[src/rtl/l1f_pkg.sv]
package l1f_pkg;
  localparam int DW       = 32;
  localparam int NREG     = 5;
  localparam int SELW     = 3;
  localparam int LOC_LSB  = 0;
  localparam int FLAG_LSB = 2;
  localparam int WAY_LSB  = 4;
  localparam int SET_LSB  = 8;

  typedef enum logic [1:0] {
    LOC_CACHE = 2'b00,
    LOC_TCMA  = 2'b01,
    LOC_TCMB  = 2'b10,
    LOC_BUS   = 2'b11
  } loc_e;

  typedef enum logic [1:0] {
    ACC_FETCH = 2'b00,
    ACC_DATA  = 2'b01,
    ACC_DMA   = 2'b10
  } acc_e;

  localparam int SEL_IADDR = 0;
  localparam int SEL_DADDR = 1;
  localparam int SEL_IAUX  = 2;
  localparam int SEL_DAUX  = 3;
  localparam int SEL_CLOG  = 4;
endpackage

[src/rtl/l1f_reg.sv]
module l1f_reg #(
  parameter int W = 32
) (
  input  logic         clk,
  input  logic         rst_n,
  input  logic         hw_we,
  input  logic [W-1:0] hw_d,
  input  logic         sw_we,
  input  logic [W-1:0] sw_d,
  output logic [W-1:0] q
);
  always_ff @(posedge clk) begin
    if (!rst_n)     q <= '0;
    else if (hw_we) q <= hw_d;
    else if (sw_we) q <= sw_d;
  end

  a_r10_hw_wins: assert property (@(posedge clk) disable iff (!rst_n)
    hw_we |=> q == $past(hw_d));
  a_r10_sw_write: assert property (@(posedge clk) disable iff (!rst_n)
    (sw_we && !hw_we) |=> q == $past(sw_d));
  a_r9_idle_hold: assert property (@(posedge clk) disable iff (!rst_n)
    (!sw_we && !hw_we) |=> $stable(q));
endmodule

[src/rtl/l1f_corr_arb.sv]
module l1f_corr_arb (
  input  logic       clk,
  input  logic       rst_n,
  input  logic [2:0] req,
  output logic [2:0] gnt
);
  // index = access type code: 0 fetch, 1 data, 2 DMA; data > fetch > DMA
  always_comb begin
    gnt = '0;
    if (req[1])      gnt[1] = 1'b1;
    else if (req[0]) gnt[0] = 1'b1;
    else if (req[2]) gnt[2] = 1'b1;
  end

  a_r7_single_grant: assert property (@(posedge clk) disable iff (!rst_n)
    $onehot0(gnt));
  a_r7_data_first: assert property (@(posedge clk) disable iff (!rst_n)
    req[1] |-> gnt[1]);
  a_r7_fetch_over_dma: assert property (@(posedge clk) disable iff (!rst_n)
    (req[0] && !req[1]) |-> gnt[0]);
  a_r6_no_lost_req: assert property (@(posedge clk) disable iff (!rst_n)
    (|req) |-> (|gnt));
endmodule

[src/rtl/l1f_fault_capture.sv]
module l1f_fault_capture
  import l1f_pkg::*;
#(
  parameter int AW = 32,
  parameter int SW = 7,
  parameter int WW = 2
) (
  input  logic            clk,
  input  logic            rst_n,
  input  logic            if_vld,
  input  logic [AW-1:0]   if_addr,
  input  logic            if_corr,
  input  logic            if_abort,
  input  logic [1:0]      if_loc,
  input  logic [SW-1:0]   if_set,
  input  logic [WW-1:0]   if_way,
  input  logic            dp_vld,
  input  logic [AW-1:0]   dp_addr,
  input  logic            dp_corr,
  input  logic            dp_abort,
  input  logic            dp_precise,
  input  logic [1:0]      dp_loc,
  input  logic [SW-1:0]   dp_set,
  input  logic [WW-1:0]   dp_way,
  input  logic            dm_vld,
  input  logic            dm_corr,
  input  logic [1:0]      dm_loc,
  input  logic [SW-1:0]   dm_set,
  input  logic [WW-1:0]   dm_way,
  input  logic            sw_we,
  input  logic [SELW-1:0] sw_sel,
  input  logic [DW-1:0]   sw_wdata,
  output logic [DW-1:0]   rd_data
);
  localparam int SET_MSB = SET_LSB + SW - 1;

  // Fault word: location, 2-bit code (aux: {0,flag}; log: type), way/set only for cache.
  function automatic logic [DW-1:0] fault_word(input logic [1:0] code, input logic [1:0] loc,
                                               input logic [WW-1:0] way, input logic [SW-1:0] set,
                                               input logic with_set);
    logic [DW-1:0] w;
    w = '0;
    w[LOC_LSB +: 2]  = loc;
    w[FLAG_LSB +: 2] = code;
    if (loc == LOC_CACHE) begin
      w[WAY_LSB +: WW] = way;
      if (with_set) w[SET_LSB +: SW] = set;
    end
    return w;
  endfunction

  logic [NREG-1:0] hw_we;
  logic [DW-1:0]   hw_d  [NREG];
  logic [DW-1:0]   reg_q [NREG];
  logic [2:0]      creq, cgnt;
  logic [DW-1:0]   clog_d;

  assign creq = {dm_vld & dm_corr, dp_vld & dp_corr, if_vld & if_corr};

  l1f_corr_arb u_arb (
    .clk  (clk),
    .rst_n(rst_n),
    .req  (creq),
    .gnt  (cgnt)
  );

  always_comb begin
    clog_d = '0;
    if (cgnt[1])      clog_d = fault_word(ACC_DATA,  dp_loc, dp_way, dp_set, 1'b1);
    else if (cgnt[0]) clog_d = fault_word(ACC_FETCH, if_loc, if_way, if_set, 1'b1);
    else if (cgnt[2]) clog_d = fault_word(ACC_DMA,   dm_loc, dm_way, dm_set, 1'b1);
  end

  always_comb begin
    hw_we[SEL_IADDR] = if_vld & if_abort;
    hw_we[SEL_IAUX]  = if_vld & if_abort;
    hw_we[SEL_DADDR] = dp_vld & dp_abort & dp_precise;
    hw_we[SEL_DAUX]  = dp_vld & dp_abort;
    hw_we[SEL_CLOG]  = |cgnt;
    hw_d[SEL_IADDR]  = DW'(if_addr);
    hw_d[SEL_DADDR]  = DW'(dp_addr);
    hw_d[SEL_IAUX]   = fault_word({1'b0, if_corr}, if_loc, if_way, if_set, 1'b0);
    hw_d[SEL_DAUX]   = fault_word({1'b0, dp_corr}, dp_loc, dp_way, dp_set, !dp_precise);
    hw_d[SEL_CLOG]   = clog_d;
  end

  for (genvar g = 0; g < NREG; g++) begin : g_reg
    l1f_reg #(.W(DW)) u_reg (
      .clk  (clk),
      .rst_n(rst_n),
      .hw_we(hw_we[g]),
      .hw_d (hw_d[g]),
      .sw_we(sw_we && (sw_sel == SELW'(g))),
      .sw_d (sw_wdata),
      .q    (reg_q[g])
    );
  end

  always_comb begin
    rd_data = '0;
    for (int i = 0; i < NREG; i++)
      if (sw_sel == SELW'(i)) rd_data = reg_q[i];
  end

  logic sw_hits_daddr, sw_hits_clog;
  assign sw_hits_daddr = sw_we && (sw_sel == SELW'(SEL_DADDR));
  assign sw_hits_clog  = sw_we && (sw_sel == SELW'(SEL_CLOG));

  a_r4_daddr_kept: assert property (@(posedge clk) disable iff (!rst_n)
    (dp_vld && dp_abort && !dp_precise && !sw_hits_daddr) |=> $stable(reg_q[SEL_DADDR]));
  a_r3_no_set_precise: assert property (@(posedge clk) disable iff (!rst_n)
    (dp_vld && dp_abort && dp_precise) |=> reg_q[SEL_DAUX][SET_MSB:SET_LSB] == '0);
  a_r2_no_set_fetch: assert property (@(posedge clk) disable iff (!rst_n)
    (if_vld && if_abort) |=> reg_q[SEL_IAUX][SET_MSB:SET_LSB] == '0);
  a_r6_data_type_logged: assert property (@(posedge clk) disable iff (!rst_n)
    (dp_vld && dp_corr) |=> reg_q[SEL_CLOG][FLAG_LSB +: 2] == ACC_DATA);
  a_r9_log_hold: assert property (@(posedge clk) disable iff (!rst_n)
    (creq == 3'b000 && !sw_hits_clog) |=> $stable(reg_q[SEL_CLOG]));
  a_r5_noncache_zero: assert property (@(posedge clk) disable iff (!rst_n)
    (dp_vld && dp_abort && dp_loc != LOC_CACHE)
      |=> reg_q[SEL_DAUX][SET_MSB:WAY_LSB] == '0);
endmodule

[config.mk]
export PLATFORM = sky130hd
export DESIGN_NAME = l1f_fault_capture
export DESIGN_NICKNAME = d
export VERILOG_FILES = /design/src/rtl/l1f_pkg.sv /design/src/rtl/l1f_reg.sv /design/src/rtl/l1f_corr_arb.sv /design/src/rtl/l1f_fault_capture.sv
export SDC_FILE = /design/constraint.sdc
export NUM_CORES = 1
export LEC_CHECK = 0
export CORE_MARGIN = 10
export CORE_UTILIZATION = 59
export CTS_CLUSTER_DIAMETER = 50
export DETAILED_ROUTE_END_ITERATION = 16
export PLACE_DENSITY_LB_ADDON = 0.1
export SYNTH_ARGS = -nofsm -noshare
export SYNTH_HDL_FRONTEND = slang
export SYNTH_HIERARCHICAL = 1
export SYNTH_SLANG_ARGS = --single-unit
[constraint.sdc]
create_clock -name clk -period 6.5 [get_ports clk]
set_input_delay 1.625 -clock clk [delete_from_list [all_inputs] [get_ports clk]]
set_output_delay 1.625 -clock clk [all_outputs]
set_load 0.01 [all_outputs]
==> metrics.txt <==
vias in the first global route=8,415; worst hold start=g_reg[0].u_reg/q[31]$_SDFFE_PN0P_; Synth Area in Simple Gates=0.147; initial antenna violation count=0; Compound-Gate Fraction of Synth Area=0.210; DIE WIDTH=approximately 150 µm; Worst Path Arrival=between 4000 and 5000 ps; full die area=roughly 24,000 µm²; Critical Path RT=about 4900 ps; Critical Path Source=sw_sel[2]; top post-synthesis cells by area=dfxtp_1 30%, mux2_4 21%, o211a_1 15%; first-pass GRT wire length=approximately 47 mm; Synth Instances=between 900 and 1,000; n_diodes=0; setup violators final=0; Vias=~8,200; CP Max Fanout=13; placed wire-length estimate=20.3 mm; Final Hold Fails=0; Largest register FFs=160; post-DR vias/cell=between 5 and 6; Final Critical Period=around 5800 ps; proportion of synthesized area in mux cells=0.268; Post-Synth Adder-Cell Area=0; top flop regs=g.u_reg/q x160; HP Class=reg -> reg; CTS buffer count=17; Post-synth ARST share=0; CTS clk-pin slew, worst paths=approximately 70 ps; number of hold buffers added after CTS=0; IO Pins=between 150 and 200; Synth cell types=37; relative slew slack=0.216; final slew viol count=0; status=finished, final reports clean; clk_lat worst skew=430 ps; yosys warns=6; Max Freq=0.174 GHz; CTS tree=yes; startpoint types=primary input; period utilization=0.886; DR pass1 iterations=5; final core utilization=0.745; ratio of cells with drive above 1 in the final layout=0.218; post-layout instance count excluding filler cells=1,379; Vert. Die Dim=about 150 µm; Buffers on Ports=roughly 180; RSZ-0062 raised after global routing=no; Top reg by flops=g.u_reg/q; critical path class=in -> out; slew at the pin closest to its max-slew limit=between 1000 and 1500 ps; grt ovf=0; Post-synth top cells=160 x dfxtp_1, 160 x o211a_1, 150 x mux2_4, 105 x or2b_1, 56 x nand2b_1; Root Buffer=clkbuf_16; NumNets Final=~1,300; R2R depth=2; post-synthesis xor/xnor area fraction=0; main combinational cell family by area after synthesis=multiplexers; worst ir drop on vdd=between 0.2 and 0.25 mV; setup TNS=0 ps; clk_skew=0 ps; number of DRC markers in iteration 0=around 490; Pwr per Cell Area=about 210 nW/µm²; Avg Inst Size Synth=between 10 and 15 µm²; #FFs+latches synth=160; number of cell rows=48; DRT Wirelength=29.9 mm; area grow syn2layout=22.7%; EDFF count, synth=0; Starting Density=0.607; Core Region=around 17,000 µm²; Post CTS Setup Buffer Count=0; WHS=606 ps; largest net degree at the start of global routing=between 100 and 150; All-Layer GR Usage=0.246; deepest clock path buffer count=2; ys flop type=dfxtp_1; post-route ant nets=0; CTS Sinks=160; register area share after synthesis=0.303; Placed Cells=1,348; htree depth=4; Remaining DRCs=0; Worst Hold Depth=2; Synth top area share=0.303; area leader, netlist=dfxtp_1; crit end category=output port; Resize count post-CTS=0; routability cong.=just under 0.9; leakage power=between 6 and 7 nW; reg-to-reg startpoint=g_reg[4].u_reg/q[14]$_SDFFE_PN0P_; synthesized cell area=~11,000 µm²; DR WL/cell=21.7 µm; Max Cap Viol=0
area by class of cell:
cell class              count  area (µm²)
clock buffers              20         467
multi-input cells         761        6900
flip-flops and latches    160        3200
repair buffers            199        1930
clock inverters            11         176
well taps                 225         282
fillers                  1290        4440
inverters                   3        11.3
metal layers:
layer / vias to the layer above / global-route usage / wire, µm
li1: 3841 / - / -
met1: 4038 / 0.306 / 12900
met2: 268 / 0.413 / 14700
met3: 42 / 0.0541 / 1700
met4: 0 / 0.0765 / 643
met5: - / 0 / 0
worst max-delay path: stages:
cell             delay, ps
clkdlybuf4s50_1        780
buf_4                  320
nand2b_1               650
o22ai_1                200
clkdlybuf4s50_1        540
worst paths after layout:
check | endpoint | slack, ps
setup reg to reg | g_reg[4].u_reg/q[14]$_SDFFE_PN0P_ | 5580
setup / recovery | rd_data[23] | 740
hold reg to reg | g_reg[0].u_reg/q[31]$_SDFFE_PN0P_ | 610
hold / removal | g_reg[0].u_reg/q[31]$_SDFFE_PN0P_ | 610
cell families after synthesis:
| family | count (synthesis) |
|---|---|
| other cells | 1 |
| mux | 205 |
| compound gates | 246 |
| buf+inv | 94 |
| flops | 160 |
| simple gates | 244 |
through the flow:
stage | worst slack (ps) | cell area (µm²) | total power, W
finish | 743 | 13000 | 0.00278
CTS | 744 | 13000 | 0.00279
global placement | 809 | 12300 | 0.00168
detailed placement | 754 | 12300 | 0.00169
floorplan | 2250 | 10800 | 0.00149
global route | 682 | 13000 | 0.00288
power by group:
group	internal (W)	switching (W)
Sequential	0.00106	0.0000432
Combinational	0.000341	0.000236
Clock	0.000676	0.000426
Total	0.00207	0.000705
layout by cell type (no fill, tap or decap), types with 4 or more instances in the layout:
cell type          n
mux2_2            29
a31oi_1           19
nand2b_1          56
a32oi_1           19
a21oi_1           11
mux2i_1           26
conb_1            66
mux2_4           150
clkbuf_16         17
bufinv_16          4
or2b_1           105
clkdlybuf4s50_1  172
a221oi_1           9
dfxtp_1          160
a2bb2oi_1         13
nand2_1           30
buf_4             24
o211a_1          160
o22ai_1           13
nor2_1            27
Power figures use the tool's default switching activity.
